<file path="src/rtl/irq_unit_pkg.sv">
package irq_unit_pkg;
  localparam int REG_W = 8;

  // bits that physically exist in each status/mask group
  localparam logic [REG_W-1:0] GRP1_KEEP = 8'h03;
  localparam logic [REG_W-1:0] GRP2_KEEP = 8'h27;

  // group 1 positions
  localparam int B_ATTACH = 0;
  localparam int B_DETACH = 1;
  // group 2 positions
  localparam int B_CHG_AV = 0;
  localparam int B_RSV    = 1;
  localparam int B_ADC    = 2;
  localparam int B_CONN   = 5;
  // control register position of the global mask
  localparam int B_GMASK  = 0;
endpackage

</file>
<file path="src/rtl/irq_flag_bank.sv">
module irq_flag_bank #(
  parameter int W = 8,
  parameter logic [W-1:0] KEEP = '1
) (
  input  logic         clk,
  input  logic         rst_n,
  input  logic [W-1:0] set_i,
  input  logic         clr_i,
  output logic [W-1:0] flag_o
);
  for (genvar i = 0; i < W; i++) begin : g_bit
    if (KEEP[i]) begin : g_live
      logic q;
      // a set in the clearing cycle wins, so no event is dropped
      always_ff @(posedge clk or negedge rst_n) begin
        if (!rst_n) q <= 1'b0;
        else        q <= (q & ~clr_i) | set_i[i];
      end
      assign flag_o[i] = q;
    end else begin : g_tie
      logic unused_set;
      assign unused_set = set_i[i];
      assign flag_o[i]  = 1'b0;
    end
  end
endmodule

</file>
<file path="src/rtl/irq_mask_reg.sv">
module irq_mask_reg #(
  parameter int W = 8,
  parameter logic [W-1:0] KEEP = '1
) (
  input  logic         clk,
  input  logic         rst_n,
  input  logic         we_i,
  input  logic [W-1:0] d_i,
  output logic [W-1:0] q_o
);
  for (genvar i = 0; i < W; i++) begin : g_bit
    if (KEEP[i]) begin : g_live
      logic q;
      always_ff @(posedge clk or negedge rst_n) begin
        if (!rst_n)    q <= 1'b0;
        else if (we_i) q <= d_i[i];
      end
      assign q_o[i] = q;
    end else begin : g_tie
      logic unused_d;
      assign unused_d = d_i[i];
      assign q_o[i]   = 1'b0;
    end
  end
endmodule

</file>
<file path="src/rtl/irq_line_drive.sv">
module irq_line_drive (
  input  logic clk,
  input  logic rst_n,
  input  logic ctrl_we_i,
  input  logic gmask_d_i,
  input  logic pend_i,
  output logic gmask_o,
  output logic hold_o,
  output logic irq_n_o
);
  logic gmask_q, hold_q;

  always_ff @(posedge clk or negedge rst_n) begin
    if (!rst_n) begin
      gmask_q <= 1'b1;
      hold_q  <= 1'b1;
    end else if (ctrl_we_i) begin
      gmask_q <= gmask_d_i;
      if (!gmask_d_i) hold_q <= 1'b0;
    end
  end

  assign gmask_o = gmask_q;
  assign hold_o  = hold_q;
  assign irq_n_o = ~(hold_q | (pend_i & ~gmask_q));
endmodule

</file>
<file path="src/rtl/irq_unit.sv">
module irq_unit
  import irq_unit_pkg::*;
#(
  parameter int ADDR_W = 8,
  parameter logic [ADDR_W-1:0] A_FLAG1 = 'h10,
  parameter logic [ADDR_W-1:0] A_FLAG2 = 'h11,
  parameter logic [ADDR_W-1:0] A_MASK1 = 'h12,
  parameter logic [ADDR_W-1:0] A_MASK2 = 'h13,
  parameter logic [ADDR_W-1:0] A_CTRL  = 'h14
) (
  input  logic              clk,
  input  logic              rst_n,
  input  logic              ev_attach,
  input  logic              ev_detach,
  input  logic              ev_chg_av,
  input  logic              ev_rsv_attach,
  input  logic              ev_adc_change,
  input  logic              ev_connect,
  input  logic              raw_report_en,
  input  logic [ADDR_W-1:0] acc_addr,
  input  logic              wr_en,
  input  logic [REG_W-1:0]  wr_data,
  input  logic              rd_en,
  output logic [REG_W-1:0]  rd_data,
  output logic              irq_n
);
  logic hit_f1, hit_f2, hit_m1, hit_m2, hit_ctl;
  logic [REG_W-1:0] set1, set2, flag1_q, flag2_q, mask1_q, mask2_q;
  logic gmask_q, hold_q, pend_any;
  logic [REG_W-1:0] rd_mux;

  assign hit_f1  = (acc_addr == A_FLAG1);
  assign hit_f2  = (acc_addr == A_FLAG2);
  assign hit_m1  = (acc_addr == A_MASK1);
  assign hit_m2  = (acc_addr == A_MASK2);
  assign hit_ctl = (acc_addr == A_CTRL);

  always_comb begin
    set1 = '0;
    set1[B_ATTACH] = ev_attach;
    set1[B_DETACH] = ev_detach;
    set2 = '0;
    set2[B_CHG_AV] = ev_chg_av;
    set2[B_RSV]    = ev_rsv_attach;
    set2[B_ADC]    = ev_adc_change & raw_report_en;
    set2[B_CONN]   = ev_connect;
  end

  irq_flag_bank #(.W(REG_W), .KEEP(GRP1_KEEP)) u_flag1 (
    .clk(clk), .rst_n(rst_n), .set_i(set1), .clr_i(rd_en & hit_f1), .flag_o(flag1_q));
  irq_flag_bank #(.W(REG_W), .KEEP(GRP2_KEEP)) u_flag2 (
    .clk(clk), .rst_n(rst_n), .set_i(set2), .clr_i(rd_en & hit_f2), .flag_o(flag2_q));

  irq_mask_reg #(.W(REG_W), .KEEP(GRP1_KEEP)) u_mask1 (
    .clk(clk), .rst_n(rst_n), .we_i(wr_en & hit_m1), .d_i(wr_data), .q_o(mask1_q));
  irq_mask_reg #(.W(REG_W), .KEEP(GRP2_KEEP)) u_mask2 (
    .clk(clk), .rst_n(rst_n), .we_i(wr_en & hit_m2), .d_i(wr_data), .q_o(mask2_q));

  assign pend_any = (|(flag1_q & ~mask1_q)) | (|(flag2_q & ~mask2_q));

  irq_line_drive u_line (
    .clk(clk), .rst_n(rst_n),
    .ctrl_we_i(wr_en & hit_ctl), .gmask_d_i(wr_data[B_GMASK]),
    .pend_i(pend_any),
    .gmask_o(gmask_q), .hold_o(hold_q), .irq_n_o(irq_n));

  always_comb begin
    rd_mux = '0;
    if (hit_f1)  rd_mux = flag1_q;
    if (hit_f2)  rd_mux = flag2_q;
    if (hit_m1)  rd_mux = mask1_q;
    if (hit_m2)  rd_mux = mask2_q;
    if (hit_ctl) rd_mux[B_GMASK] = gmask_q;
  end

  always_ff @(posedge clk or negedge rst_n) begin
    if (!rst_n)     rd_data <= '0;
    else if (rd_en) rd_data <= rd_mux;
  end
endmodule

</file>
<file path="config.mk">
export PLATFORM = sky130hd
export DESIGN_NAME = irq_unit
export DESIGN_NICKNAME = d
export VERILOG_FILES = /design/src/rtl/irq_unit_pkg.sv /design/src/rtl/irq_flag_bank.sv /design/src/rtl/irq_mask_reg.sv /design/src/rtl/irq_line_drive.sv /design/src/rtl/irq_unit.sv
export SDC_FILE = /design/constraint.sdc
export NUM_CORES = 1
export LEC_CHECK = 0
export BUFFER_PORTS_ARGS = -buffer_cell sky130_fd_sc_hd__buf_2
export CORE_UTILIZATION = 47
export DETAILED_ROUTE_END_ITERATION = 7
export PLACE_DENSITY = 0.77
export SYNTH_ARGS = -nofsm -noshare
export SYNTH_HDL_FRONTEND = slang
export SYNTH_SLANG_ARGS = --single-unit
</file>
<file path="constraint.sdc">
create_clock -name clk -period 1.6 [get_ports clk]
set_input_delay 0.16 -clock clk [delete_from_list [all_inputs] [get_ports clk]]
set_output_delay 0.16 -clock clk [all_outputs]
set_load 0.005 [all_outputs]
</file>
==> report_table.html, run 1 <==
<table>
<tr><th>Metric</th><th>Value</th></tr>
<tr><th colspan="2">Timing</th></tr>
<tr><td>Final worst path period share</td><td>102.3%</td></tr>
<tr><td>Fin Clk Skew</td><td>0.006885 ns</td></tr>
<tr><td>Final Hold Viols</td><td>0</td></tr>
<tr><td>RSZ-0062 raised after global routing</td><td>true</td></tr>
<tr><td>Max-slew violation count</td><td>0</td></tr>
<tr><td>Final worst path period need</td><td>1.637 ns</td></tr>
<tr><td>Final setup margin</td><td>-0.03732 ns</td></tr>
<tr><td>Final setup violation count</td><td>1</td></tr>
<tr><td>Fmax achieved</td><td>0.6108 GHz</td></tr>
<tr><td>TNS Setup</td><td>-0.03732 ns</td></tr>
<tr><th colspan="2">Die</th></tr>
<tr><td>Number of top-level pins</td><td>36</td></tr>
<tr><td>Overall die area</td><td>2168 um2</td></tr>
<tr><td>Initial Util</td><td>51.81%</td></tr>
<tr><td>Die outline height</td><td>46.57 um</td></tr>
<tr><td>Floorplan Core Area</td><td>1802 um2</td></tr>
<tr><td>Site row count</td><td>15</td></tr>
<tr><td>Horiz. Die Dim</td><td>46.57 um</td></tr>
<tr><th colspan="2">Synthesis</th></tr>
<tr><td>Fraction of registers with async set/reset</td><td>100.0%</td></tr>
<tr><td>Number of cells produced by synthesis</td><td>75</td></tr>
<tr><td>Average cell area after synthesis</td><td>12.45 um2</td></tr>
<tr><td>Synth area leaders</td><td>sky130_fd_sc_hd__dfrtp_1 43%, sky130_fd_sc_hd__mux2_1 6.0%, sky130_fd_sc_hd__dfstp_2 5.6%</td></tr>
<tr><td>Yosys Warn Count</td><td>0</td></tr>
<tr><td>Post-synth EDFFs</td><td>0</td></tr>
<tr><td>Number of different library cells in the post-synthesis netlist</td><td>31</td></tr>
<tr><td>Seq/Total Area, Yosys</td><td>48.53%</td></tr>
<tr><td>Post-synthesis instance area</td><td>933.4 um2</td></tr>
<tr><td>Synthesis-stage register bit count</td><td>18</td></tr>
<tr><td>Library cell with the largest summed area after synthesis</td><td>sky130_fd_sc_hd__dfrtp_1</td></tr>
<tr><td>Share of the synthesized area in the top cell type</td><td>42.90%</td></tr>
<tr><td>Most common flop cell mapped by yosys</td><td>sky130_fd_sc_hd__dfrtp_1</td></tr>
<tr><th colspan="2">GRT</th></tr>
<tr><td>Global Route Usage Sum</td><td>18.29%</td></tr>
<tr><td>First-pass GRT wire length</td><td>2691 um</td></tr>
<tr><td>Sum of overflow across all layers after global routing</td><td>0</td></tr>
<tr><td>Pin count of the biggest net entering global routing</td><td>19</td></tr>
<tr><td>Via count of the first global-routing pass</td><td>666</td></tr>
<tr><td>Initial antenna violation count</td><td>0</td></tr>
<tr><th colspan="2">Worst setup path</th></tr>
<tr><td>Number of buffer and inverter stages on the critical path</td><td>1</td></tr>
<tr><td>Critical-path cell with the highest stage delay</td><td>sky130_fd_sc_hd__dfrtp_1</td></tr>
<tr><td>Endpoint class of the critical path</td><td>output pin</td></tr>
<tr><td>Kind of cell adding the most delay to the critical path</td><td>compound AO/OA/AOI/OAI gates</td></tr>
<tr><td>Type of element launching the critical path</td><td>flop</td></tr>
<tr><td>Worst endpoint data arrival time</td><td>1.48 ns</td></tr>
<tr><td>Worst path cell trace</td><td>nor2b_4, a2111oi_4, a31oi_1, nor2_1, buf_2</td></tr>
<tr><td>Max FO, Critical Path</td><td>2</td></tr>
<tr><td>Data required, critical path</td><td>1.44 ns</td></tr>
<tr><td>Start-to-end type of the worst setup path</td><td>reg2out</td></tr>
<tr><td>CP max stage delay</td><td>0.40 ns</td></tr>
<tr><th colspan="2">Power</th></tr>
<tr><td>Peak ir drop on the vdd network</td><td>0.6731 mV</td></tr>
<tr><td>Leakage power figure</td><td>0.5722 nW</td></tr>
<tr><td>Power density of the placed cells</td><td>713.3 nW/um2</td></tr>
<tr><th colspan="2">Drt</th></tr>
<tr><td>Mean number of vias per cell</td><td>5.193</td></tr>
<tr><td>Starting DRT DRC Count</td><td>14</td></tr>
<tr><td>Avg WL per Cell</td><td>12.53 um</td></tr>
<tr><td>Final antenna-violating net count</td><td>0</td></tr>
<tr><td>Total wirelength of the detailed-routed design</td><td>1692 um</td></tr>
<tr><td>Total number of vias</td><td>701</td></tr>
<tr><td>DRC violation count after routing</td><td>0</td></tr>
<tr><td>First drt pass iteration count</td><td>4</td></tr>
<tr><th colspan="2">Outcome</th></tr>
<tr><td>Outcome</td><td>complete, but fails checks</td></tr>
<tr><td>Violated checks</td><td>negative setup slack</td></tr>
<tr><th colspan="2">Placement</th></tr>
<tr><td>Routability cong.</td><td>0.8485</td></tr>
<tr><td>Instance area after placement</td><td>1084 um2</td></tr>
<tr><td>Port-buffer cells</td><td>27</td></tr>
<tr><th colspan="2">Clock tree</th></tr>
<tr><td>Num Clock Sinks</td><td>18</td></tr>
<tr><td>Clock insertion delay at the later pin of the skew report</td><td>0.29 ns</td></tr>
<tr><td>H-tree depth</td><td>1</td></tr>
<tr><td>Clock slew at the register clock pins of the worst setup and hold paths</td><td>0.10 ns</td></tr>
<tr><td>Number of buffers between clock root and the deepest sink</td><td>2</td></tr>
<tr><td>Number of buffers created by CTS</td><td>3</td></tr>
<tr><td>Buffer type at the clock tree root</td><td>sky130_fd_sc_hd__clkbuf_4</td></tr>
<tr><td>Clock tree from TritonCTS</td><td>done</td></tr>
<tr><th colspan="2">Layout</th></tr>
<tr><td>Fraction of layout instances using a drive strength above 1</td><td>45.45%</td></tr>
<tr><td>Final cell utilization of the core</td><td>66.25%</td></tr>
<tr><td>Layout area overhead</td><td>27.88%</td></tr>
<tr><td>Layout net count</td><td>138</td></tr>
<tr><td>Highest-count cells in the layout ignoring fill and taps</td><td>27 x sky130_fd_sc_hd__buf_2, 16 x sky130_fd_sc_hd__dfrtp_1, 6 x sky130_fd_sc_hd__buf_4</td></tr>
<tr><td>Diode insertion count for antenna repair</td><td>0</td></tr>
<tr><td>Final instance area</td><td>1194 um2</td></tr>
<tr><td>Most common cell after layout, fill and taps aside</td><td>sky130_fd_sc_hd__buf_2</td></tr>
<tr><th colspan="2">Flow run</th></tr>
<tr><td>Maxcap violations</td><td>0</td></tr>
<tr><th colspan="2">Hold path</th></tr>
<tr><td>Classification of the worst-slack hold path</td><td>in2reg</td></tr>
</table>
[logic make-up (layout without fill, tap and decap cells)]
logic type	after synthesis	in the layout	synth area share, %
AO/OA/AOI/OAI	14	14	10.59
buffers and inverters	10	42	6.166
flip-flops	18	18	48.52
multiplexers	11	11	16.22
other	1	4	0.4018
AND/OR/NAND/NOR	21	21	18.10
[final timing paths]
check / slack, ns / cells past startpoint / from / endpoint
setup reg to reg: 0.29 / 3 / u_flag2.g_bit[0].g_live.q / rd_data[0]
setup / recovery: -0.04 / 5 / u_flag2.g_bit[2].g_live.q / irq_n
max in group asynchronous: 0.96 / 2 / rst_n / u_line.hold_o
min in group asynchronous: 0.31 / 2 / rst_n / rd_data[1]
hold / removal: 0.04 / 2 / ev_connect / u_flag2.g_bit[5].g_live.q
hold reg to reg: 0.47 / 1 / u_line.hold_o / u_line.hold_o
[metal layers]
layer	routed length, um	up-vias	global-route usage (%)
met5	0	-	0
met4	47	0	7.647
met3	119	8	6.275
met2	847	36	30.83
met1	677	320	20.74
li1	-	337	-
[repair_timing]
item	4_1_cts	5_1_grt
endpoints found under the setup margin	1	1
gates resized for setup	1	6
endpoints found under the hold margin	16	0
setup buffers	2	2
pin swaps	2	3
gates cloned	0	0
hold buffers	1	0
[layout make-up]
cell class,instances,area (um2)
tap,25,31.28
inverter,4,15.01
sequential,18,452.9
fill,134,608.1
timing repair buffer,34,190.2
clock buffer,4,36.28
multi-input combinational,50,467.9
[cells in the mapped netlist (all sizes together) (2+ instances only)]
cell and number:
mux2i 2, inv 4, a21o 5, nor2b 3
o22ai 2, dfrtp 16, dfstp 2, nand2 4
mux2 7, nand2b 2, buf 6, mux4 2
nor2 4
[state kept, by name (all words and copies together) (netlist names)]
signal                  count
u_line.gmask_o              1
u_flag2.g_bit.g_live.q      4
u_mask2.g_bit.g_live.q      4
u_mask1.g_bit.g_live.q      2
rd_data                     4
u_line.hold_o               1
u_flag1.g_bit.g_live.q      2
[where the power goes]
part | switching, W | internal (W) | total [W]
combinational | 0.0000497 | 0.0000517 | 0.000101
clock | 0.000135 | 0.000139 | 0.000274
sequential | 0.00000948 | 0.000467 | 0.000476
total | 0.000194 | 0.000657 | 0.000851
[metrics by stage]
step	power (W)	hold WS [ns]	setup slack, ns	instances
after global routing	0.0008961	0.02959	-0.1536	135
after detailed placement	0.0005779	0.1085	-0.1267	126
final	0.0008515	0.03609	-0.03732	135
after global placement	0.0005751	0.1022	-0.09647	126
after CTS	0.0008570	0.03216	-0.1021	133
after floorplan	0.0005316	-0.1356	0.08623	78
Power figures use the tool's default switching activity.
==> run 2, diff against run 1 <==
--- a/config.mk
+++ b/config.mk
@@ -7,6 +7,7 @@
 export LEC_CHECK = 0
 export BUFFER_PORTS_ARGS = -buffer_cell sky130_fd_sc_hd__buf_2
 export CORE_UTILIZATION = 47
+export CTS_CLUSTER_DIAMETER = 100
 export DETAILED_ROUTE_END_ITERATION = 7
 export PLACE_DENSITY = 0.77
 export SYNTH_ARGS = -nofsm -noshare
==> constraint.sdc (replaced) <==
create_clock -name clk -period 1.55 [get_ports clk]
set_input_delay 0.155 -clock clk [delete_from_list [all_inputs] [get_ports clk]]
set_output_delay 0.155 -clock clk [all_outputs]
set_load 0.005 [all_outputs]
==> run 2 against run 1 <==
The flow still finishes with violations (negative setup slack); non-clock buffer count shrank 2; die area stayed put; via count is 0.57% lower; sequential power rose by 3%; sequential share of layout area rose by 0.73 points; total power increased by 4.2%; final area is 1.9% lower; clock-buffer cell count unchanged; hold slack got worse by 0.0083 ns; register-to-register slack worse by 0.05 ns; clock power up 5%; utilization fell by 1.2 points.
==> report_table.html, run 2 (synthesis gave the netlist of run 1 again) <==
<table>
<tr><th>Metric</th><th>Value</th></tr>
<tr><th colspan="2">Worst setup path</th></tr>
<tr><td>Depth of the most critical reg-to-reg path</td><td>3</td></tr>
<tr><td>Beginning of the worst register-to-register path</td><td>u_flag2.g_bit[0].g_live.q</td></tr>
<tr><td>Endpoint class of the critical path</td><td>output pin</td></tr>
<tr><td>Register-to-Register Setup Slack</td><td>0.24 ns</td></tr>
<tr><td>Data required, critical path</td><td>1.39 ns</td></tr>
<tr><td>Type of element launching the critical path</td><td>flop</td></tr>
<tr><td>Start-to-end type of the worst setup path</td><td>reg2out</td></tr>
<tr><td>Worst endpoint data arrival time</td><td>1.57 ns</td></tr>
<tr><td>Capture instance of the worst register-to-register path</td><td>rd_data[0]</td></tr>
<tr><td>Max FO, Critical Path</td><td>3</td></tr>
<tr><th colspan="2">Layout</th></tr>
<tr><td>Layout area overhead</td><td>25.47%</td></tr>
<tr><td>Layout net count</td><td>136</td></tr>
<tr><td>Final instance count without filler cells</td><td>133</td></tr>
<tr><td>Number of filler cells placed in the layout</td><td>148</td></tr>
<tr><td>Footprint of the multi-input gates</td><td>460.4 um2</td></tr>
<tr><td>Register cell area after layout</td><td>452.9 um2</td></tr>
<tr><td>Highest-count cells in the layout ignoring fill and taps</td><td>27 x sky130_fd_sc_hd__buf_2, 16 x sky130_fd_sc_hd__dfrtp_1, 5 x sky130_fd_sc_hd__a21o_1, 5 x sky130_fd_sc_hd__mux2_1</td></tr>
<tr><td>Diode insertion count for antenna repair</td><td>0</td></tr>
<tr><td>Final instance area</td><td>1171 um2</td></tr>
<tr><td>Top flop regs</td><td>rd_data: 4 flops, u_flag2.g_bit.g_live.q: 4 flops, u_mask2.g_bit.g_live.q: 4 flops</td></tr>
<tr><td>Fraction of layout instances using a drive strength above 1</td><td>43.52%</td></tr>
<tr><td>Most common cell after layout, fill and taps aside</td><td>sky130_fd_sc_hd__buf_2</td></tr>
<tr><td>Final cell utilization of the core</td><td>65.00%</td></tr>
<tr><th colspan="2">GRT</th></tr>
<tr><td>Via count of the first global-routing pass</td><td>660</td></tr>
<tr><td>First-pass GRT wire length</td><td>2849 um</td></tr>
<tr><td>Sum of overflow across all layers after global routing</td><td>0</td></tr>
<tr><td>Initial antenna violation count</td><td>0</td></tr>
<tr><td>Global Route Usage Sum</td><td>20.70%</td></tr>
<tr><td>Pin count of the biggest net entering global routing</td><td>19</td></tr>
<tr><th colspan="2">Die</th></tr>
<tr><td>Floorplan Core Area</td><td>1802 um2</td></tr>
<tr><td>Overall die area</td><td>2168 um2</td></tr>
<tr><td>Initial Util</td><td>51.81%</td></tr>
<tr><td>Die outline height</td><td>46.57 um</td></tr>
<tr><td>Number of top-level pins</td><td>36</td></tr>
<tr><td>Site row count</td><td>15</td></tr>
<tr><td>Horiz. Die Dim</td><td>46.57 um</td></tr>
<tr><th colspan="2">Power</th></tr>
<tr><td>Total power</td><td>0.0008874 W</td></tr>
<tr><td>Peak ir drop on the vdd network</td><td>0.6830 mV</td></tr>
<tr><td>Combinational share of power</td><td>12.0%</td></tr>
<tr><td>Leakage power figure</td><td>0.5527 nW</td></tr>
<tr><td>Reg power frac</td><td>55.4%</td></tr>
<tr><td>Power density of the placed cells</td><td>757.7 nW/um2</td></tr>
<tr><td>Power Internal</td><td>0.0006776 W</td></tr>
<tr><td>Switching power share of the total</td><td>23.64%</td></tr>
<tr><td>Clock group share of total power</td><td>32.6%</td></tr>
<tr><td>Sw power</td><td>0.0002098 W</td></tr>
<tr><th colspan="2">Clock tree</th></tr>
<tr><td>Number of buffers between clock root and the deepest sink</td><td>2</td></tr>
<tr><td>Clock slew at the register clock pins of the worst setup and hold paths</td><td>0.10 ns</td></tr>
<tr><td>Number of buffers created by CTS</td><td>3</td></tr>
<tr><td>Clock insertion delay at the later pin of the skew report</td><td>0.30 ns</td></tr>
<tr><td>Buffer type at the clock tree root</td><td>sky130_fd_sc_hd__clkbuf_4</td></tr>
<tr><td>Clock tree from TritonCTS</td><td>done</td></tr>
<tr><td>H-tree depth</td><td>1</td></tr>
<tr><td>Num Clock Sinks</td><td>18</td></tr>
<tr><th colspan="2">Timing</th></tr>
<tr><td>Final worst path period share</td><td>111.2%</td></tr>
<tr><td>Fin Clk Skew</td><td>0.006715 ns</td></tr>
<tr><td>Final setup margin</td><td>-0.1736 ns</td></tr>
<tr><td>Max-slew violation count</td><td>0</td></tr>
<tr><td>Final setup violation count</td><td>1</td></tr>
<tr><td>Final Hold Viols</td><td>0</td></tr>
<tr><td>Final worst path period need</td><td>1.724 ns</td></tr>
<tr><td>Fmax achieved</td><td>0.5802 GHz</td></tr>
<tr><td>RSZ-0062 raised after global routing</td><td>true</td></tr>
<tr><th colspan="2">Drt</th></tr>
<tr><td>Top routing layer used</td><td>met4</td></tr>
<tr><td>First drt pass iteration count</td><td>4</td></tr>
<tr><td>Total wirelength of the detailed-routed design</td><td>1952 um</td></tr>
<tr><td>Met2 WL</td><td>1006 um</td></tr>
<tr><td>DRC violation count after routing</td><td>0</td></tr>
<tr><td>Detailed-routing wirelength on met1</td><td>737 um</td></tr>
<tr><td>Avg WL per Cell</td><td>14.68 um</td></tr>
<tr><td>Metal3 WL</td><td>123 um</td></tr>
<tr><td>Starting DRT DRC Count</td><td>11</td></tr>
<tr><td>Total number of vias</td><td>697</td></tr>
<tr><td>Mean number of vias per cell</td><td>5.241</td></tr>
<tr><td>Final antenna-violating net count</td><td>0</td></tr>
<tr><th colspan="2">Hold path</th></tr>
<tr><td>Startpoint of the worst hold path</td><td>ev_attach</td></tr>
<tr><td>Endpoint with the worst hold slack</td><td>u_flag1.g_bit[0].g_live.q</td></tr>
<tr><td>Classification of the worst-slack hold path</td><td>in2reg</td></tr>
<tr><td>Worst hold path cell count</td><td>2</td></tr>
<tr><th colspan="2">Placement</th></tr>
<tr><td>Port-buffer cells</td><td>27</td></tr>
<tr><td>Cell count after placement</td><td>126</td></tr>
<tr><td>Instance area after placement</td><td>1084 um2</td></tr>
<tr><td>Routability cong.</td><td>0.8502</td></tr>
<tr><th colspan="2">Outcome</th></tr>
<tr><td>Violated checks</td><td>negative setup slack</td></tr>
<tr><td>Outcome</td><td>complete, but fails checks</td></tr>
<tr><th colspan="2">Flow run</th></tr>
<tr><td>Maxcap violations</td><td>0</td></tr>
</table>
run 2: changes by cell type in the layout (fill, tap and decap cells not counted):
cell	change
sky130_fd_sc_hd__buf_4	-2
sky130_fd_sc_hd__nor2b_4	-1
sky130_fd_sc_hd__nor2b_1	+1
run 2: worst max-delay path by stage:
stage               slack, ns                      start                        end  depth (start not counted)
finish                  -0.17  u_flag2.g_bit[2].g_live.q                      irq_n                          5
CTS                     -0.17  u_flag2.g_bit[1].g_live.q                      irq_n                          5
global placement        -0.14                acc_addr[2]  u_mask1.g_bit[1].g_live.q                          5
detailed placement      -0.15                acc_addr[2]  u_mask1.g_bit[1].g_live.q                          5
global route            -0.26  u_flag2.g_bit[2].g_live.q                      irq_n                          5
floorplan                0.04                acc_addr[2]  u_mask1.g_bit[0].g_live.q                          4
run 2: critical path, stage by stage (launching register included):
cell	delay [ns]
sky130_fd_sc_hd__dfrtp_1	0.42
sky130_fd_sc_hd__nor2b_4	0.15
sky130_fd_sc_hd__a2111oi_4	0.32
sky130_fd_sc_hd__a31oi_1	0.15
sky130_fd_sc_hd__nor2_1	0.12
sky130_fd_sc_hd__buf_2	0.11
run 2: routing by layer:
metal | track usage, % | up-vias
met5 | 0 | -
li1 | - | 329
met2 | 31.94 | 35
met1 | 21.39 | 323
met4 | 18.82 | 0
met3 | 7.843 | 10
run 2: final cells by class:
class,count,share of cell area (%)
clock buffer,4,3.098
inverter,4,1.282
multi-input combinational,50,39.32
sequential,18,38.68
tap,25,2.671
timing repair buffer,32,14.96
run 2: through the flow:
step / TNS [ns] / hold slack (ns) / worst slack, ns
final: -0.1736 / 0.02776 / -0.1736
after global routing: -0.2584 / 0.01007 / -0.2584
after CTS: -0.1731 / 0.01511 / -0.1731
after detailed placement: -1.299 / 0.1056 / -0.1548
after global placement: -1.074 / 0.09711 / -0.1394
after floorplan: 0 / -0.1406 / 0.04123
run 2: power groups by stage:
stage          Sequential, W  Clock, W  Combinational [W]
3_3_place_gp        0.000498         0          0.0000952
2_1_floorplan       0.000497         0          0.0000518
4_1_cts             0.000490  0.000301           0.000101
3_5_place_dp        0.000500         0          0.0000982
5_1_grt             0.000493  0.000322           0.000118
6_report            0.000492  0.000289           0.000106
run 2: repair_timing:
action | in CTS | in global routing
endpoints found under the setup margin | 1 | 1
pin swaps | 2 | 3
hold buffers | 1 | 0
resized for setup | 1 | 4
hold endpoints to repair | 16 | 0
buffers inserted | 1 | 1
==> run 3, diff against run 2 <==
--- a/config.mk
+++ b/config.mk
@@ -6,10 +6,12 @@
 export NUM_CORES = 1
 export LEC_CHECK = 0
 export BUFFER_PORTS_ARGS = -buffer_cell sky130_fd_sc_hd__buf_2
-export CORE_UTILIZATION = 47
+export CORE_UTILIZATION = 49
+export CTS_BUF_LIST = sky130_fd_sc_hd__clkbuf_8
 export CTS_CLUSTER_DIAMETER = 100
 export DETAILED_ROUTE_END_ITERATION = 7
-export PLACE_DENSITY = 0.77
+export PLACE_DENSITY = 0.8
+export SETUP_SLACK_MARGIN = 0.3
 export SYNTH_ARGS = -nofsm -noshare
 export SYNTH_HDL_FRONTEND = slang
 export SYNTH_SLANG_ARGS = --single-unit
==> run 3 against run 2 <==
Highest routed layer unchanged; the run still ends with negative setup slack left; clock-buffer cell count is 1 lower; via count rose by 2.2%; register-to-register slack lost 0.03 ns.
==> report_table.html, run 3 (synthesis gave the netlist of run 1 again) <==
<table>
<tr><th>Metric</th><th>Value</th></tr>
<tr><th colspan="2">Die</th></tr>
<tr><td>Horiz. Die Dim</td><td>45.65 um</td></tr>
<tr><td>Site row count</td><td>15</td></tr>
<tr><td>Number of top-level pins</td><td>36</td></tr>
<tr><td>Overall die area</td><td>2083 um2</td></tr>
<tr><td>Initial Util</td><td>52.91%</td></tr>
<tr><td>Floorplan Core Area</td><td>1764 um2</td></tr>
<tr><td>Die outline height</td><td>45.65 um</td></tr>
<tr><th colspan="2">GRT</th></tr>
<tr><td>Global Route Usage Sum</td><td>21.80%</td></tr>
<tr><td>Initial antenna violation count</td><td>0</td></tr>
<tr><td>Pin count of the biggest net entering global routing</td><td>19</td></tr>
<tr><td>First-pass GRT wire length</td><td>3091 um</td></tr>
<tr><td>Via count of the first global-routing pass</td><td>703</td></tr>
<tr><td>Sum of overflow across all layers after global routing</td><td>0</td></tr>
<tr><th colspan="2">Placement</th></tr>
<tr><td>Cell count after placement</td><td>125</td></tr>
<tr><td>Routability cong.</td><td>0.8240</td></tr>
<tr><td>Instance area after placement</td><td>1076 um2</td></tr>
<tr><td>Port-buffer cells</td><td>27</td></tr>
<tr><th colspan="2">Drt</th></tr>
<tr><td>DRC violation count after routing</td><td>0</td></tr>
<tr><td>Mean number of vias per cell</td><td>5.274</td></tr>
<tr><td>Starting DRT DRC Count</td><td>18</td></tr>
<tr><td>Final antenna-violating net count</td><td>0</td></tr>
<tr><td>Total wirelength of the detailed-routed design</td><td>1985 um</td></tr>
<tr><td>Total number of vias</td><td>712</td></tr>
<tr><td>First drt pass iteration count</td><td>4</td></tr>
<tr><td>Avg WL per Cell</td><td>14.70 um</td></tr>
<tr><th colspan="2">Timing</th></tr>
<tr><td>Fmax achieved</td><td>0.6060 GHz</td></tr>
<tr><td>Final setup margin</td><td>-0.1003 ns</td></tr>
<tr><td>RSZ-0062 raised after global routing</td><td>true</td></tr>
<tr><td>Final Hold Viols</td><td>0</td></tr>
<tr><td>Final worst path period need</td><td>1.650 ns</td></tr>
<tr><td>Final worst path period share</td><td>106.5%</td></tr>
<tr><td>Final setup violation count</td><td>1</td></tr>
<tr><td>TNS Setup</td><td>-0.1003 ns</td></tr>
<tr><td>Max-slew violation count</td><td>0</td></tr>
<tr><td>Fin Clk Skew</td><td>0.002515 ns</td></tr>
<tr><th colspan="2">Worst setup path</th></tr>
<tr><td>Kind of cell adding the most delay to the critical path</td><td>compound AO/OA/AOI/OAI gates</td></tr>
<tr><td>Critical-path cell with the highest stage delay</td><td>sky130_fd_sc_hd__dfrtp_1</td></tr>
<tr><td>Register-to-Register Setup Slack</td><td>0.21 ns</td></tr>
<tr><td>CP max stage delay</td><td>0.40 ns</td></tr>
<tr><td>Number of buffer and inverter stages on the critical path</td><td>1</td></tr>
<tr><td>Start-to-end type of the worst setup path</td><td>reg2out</td></tr>
<tr><td>Data required, critical path</td><td>1.39 ns</td></tr>
<tr><td>Depth of the most critical reg-to-reg path</td><td>4</td></tr>
<tr><td>Type of element launching the critical path</td><td>flop</td></tr>
<tr><td>Capture instance of the worst register-to-register path</td><td>rd_data[0]</td></tr>
<tr><td>Max FO, Critical Path</td><td>3</td></tr>
<tr><td>Worst path cell trace</td><td>nor2b_4, a2111oi_4, a31oi_1, nor2_1, buf_2</td></tr>
<tr><td>Endpoint class of the critical path</td><td>output pin</td></tr>
<tr><td>Worst endpoint data arrival time</td><td>1.50 ns</td></tr>
<tr><td>Beginning of the worst register-to-register path</td><td>u_flag1.g_bit[0].g_live.q</td></tr>
<tr><th colspan="2">Layout</th></tr>
<tr><td>Final instance count without filler cells</td><td>135</td></tr>
<tr><td>Footprint of the multi-input gates</td><td>509.2 um2</td></tr>
<tr><td>Layout area overhead</td><td>35.39%</td></tr>
<tr><td>Top flop regs</td><td>rd_data: 4 flops, u_flag2.g_bit.g_live.q: 4 flops, u_mask2.g_bit.g_live.q: 4 flops</td></tr>
<tr><td>Number of filler cells placed in the layout</td><td>136</td></tr>
<tr><td>Fraction of layout instances using a drive strength above 1</td><td>53.64%</td></tr>
<tr><td>Final instance area</td><td>1264 um2</td></tr>
<tr><td>Register cell area after layout</td><td>452.9 um2</td></tr>
<tr><td>Final cell utilization of the core</td><td>71.63%</td></tr>
<tr><td>Most common cell after layout, fill and taps aside</td><td>sky130_fd_sc_hd__buf_2</td></tr>
<tr><td>Diode insertion count for antenna repair</td><td>0</td></tr>
<tr><td>Highest-count cells in the layout ignoring fill and taps</td><td>25 x sky130_fd_sc_hd__buf_2, 16 x sky130_fd_sc_hd__dfrtp_1, 6 x sky130_fd_sc_hd__mux2_4</td></tr>
<tr><td>Layout net count</td><td>138</td></tr>
<tr><th colspan="2">Clock tree</th></tr>
<tr><td>Clock tree from TritonCTS</td><td>done</td></tr>
<tr><td>H-tree depth</td><td>1</td></tr>
<tr><td>Buffer type at the clock tree root</td><td>sky130_fd_sc_hd__clkbuf_8</td></tr>
<tr><td>Clock insertion delay at the later pin of the skew report</td><td>0.26 ns</td></tr>
<tr><td>Clock slew at the register clock pins of the worst setup and hold paths</td><td>0.07 ns</td></tr>
<tr><td>Number of buffers created by CTS</td><td>3</td></tr>
<tr><td>Number of buffers between clock root and the deepest sink</td><td>2</td></tr>
<tr><td>Num Clock Sinks</td><td>18</td></tr>
<tr><th colspan="2">Hold path</th></tr>
<tr><td>Endpoint with the worst hold slack</td><td>u_flag2.g_bit[0].g_live.q</td></tr>
<tr><td>Startpoint of the worst hold path</td><td>ev_chg_av</td></tr>
<tr><td>Worst hold path cell count</td><td>2</td></tr>
<tr><td>Classification of the worst-slack hold path</td><td>in2reg</td></tr>
<tr><th colspan="2">Outcome</th></tr>
<tr><td>Outcome</td><td>complete, but fails checks</td></tr>
<tr><td>Violated checks</td><td>negative setup slack</td></tr>
<tr><th colspan="2">Power</th></tr>
<tr><td>Total power</td><td>0.0009447 W</td></tr>
<tr><td>Peak ir drop on the vdd network</td><td>0.6575 mV</td></tr>
<tr><td>Power density of the placed cells</td><td>747.5 nW/um2</td></tr>
<tr><td>Leakage power figure</td><td>0.6056 nW</td></tr>
<tr><th colspan="2">Flow run</th></tr>
<tr><td>Maxcap violations</td><td>0</td></tr>
</table>
run 3: cell count changes in the layout (fill, tap and decap cells not counted), moves of 3 or more:
| cell | change |
|---|---|
| sky130_fd_sc_hd__buf_6 | +4 |
| sky130_fd_sc_hd__mux2_1 | -4 |
| sky130_fd_sc_hd__mux2_4 | +4 |
| sky130_fd_sc_hd__clkbuf_4 | -3 |
| sky130_fd_sc_hd__nand2_1 | -3 |
run 3: power by group:
part | internal, W | switching [W]
logic | 0.0000596 | 0.0000563
clock network | 0.000176 | 0.000160
registers | 0.000482 | 0.0000105
total | 0.000718 | 0.000227
run 3: timing repair:
item                                   CTS  global route
endpoints found under the hold margin   16             0
setup endpoints to repair               14            16
hold buffers                             1             0
buffers inserted                         2             3
gates resized for setup                  7            14
pin swaps                                5             6
run 3: routing by layer:
| layer | track usage, % | vias to the layer above | wire length (um) |
|---|---|---|---|
| li1 | - | 333 | - |
| met1 | 26.08 | 341 | 829 |
| met2 | 35.43 | 30 | 967 |
| met3 | 5.159 | 8 | 116 |
| met4 | 12.73 | 0 | 72 |
| met5 | 0 | - | 0 |
run 3: worst max-delay path by stage:
| stage | startpoint | to | slack [ns] | cells past startpoint |
|---|---|---|---|---|
| 2_1_floorplan | acc_addr[2] | u_mask1.g_bit[0].g_live.q | 0.04 | 4 |
| 3_3_place_gp | acc_addr[2] | u_mask1.g_bit[1].g_live.q | -0.14 | 5 |
| 3_5_place_dp | acc_addr[2] | u_mask1.g_bit[0].g_live.q | -0.16 | 5 |
| 4_1_cts | u_flag2.g_bit[1].g_live.q | irq_n | -0.10 | 5 |
| 5_1_grt | u_flag2.g_bit[2].g_live.q | irq_n | -0.16 | 5 |
| 6_report | u_flag2.g_bit[2].g_live.q | irq_n | -0.10 | 5 |
run 3: stage by stage:
step | hold WS [ns] | worst slack (ns)
2_1_floorplan | -0.1406 | 0.04399
3_3_place_gp | 0.09678 | -0.1357
3_5_place_dp | 0.1061 | -0.1617
4_1_cts | 0.07652 | -0.1016
5_1_grt | 0.08203 | -0.1560
6_report | 0.07417 | -0.1003
run 3: layout make-up:
cell class,count,share of cell area [%]
Clock buffer,3,3.267
Inverter,4,1.188
Timing Repair Buffer,34,16.63
Clock inverter,1,0.2970
Tap cell,25,2.475
Multi-Input combinational cell,50,40.30
Sequential cell,18,35.84
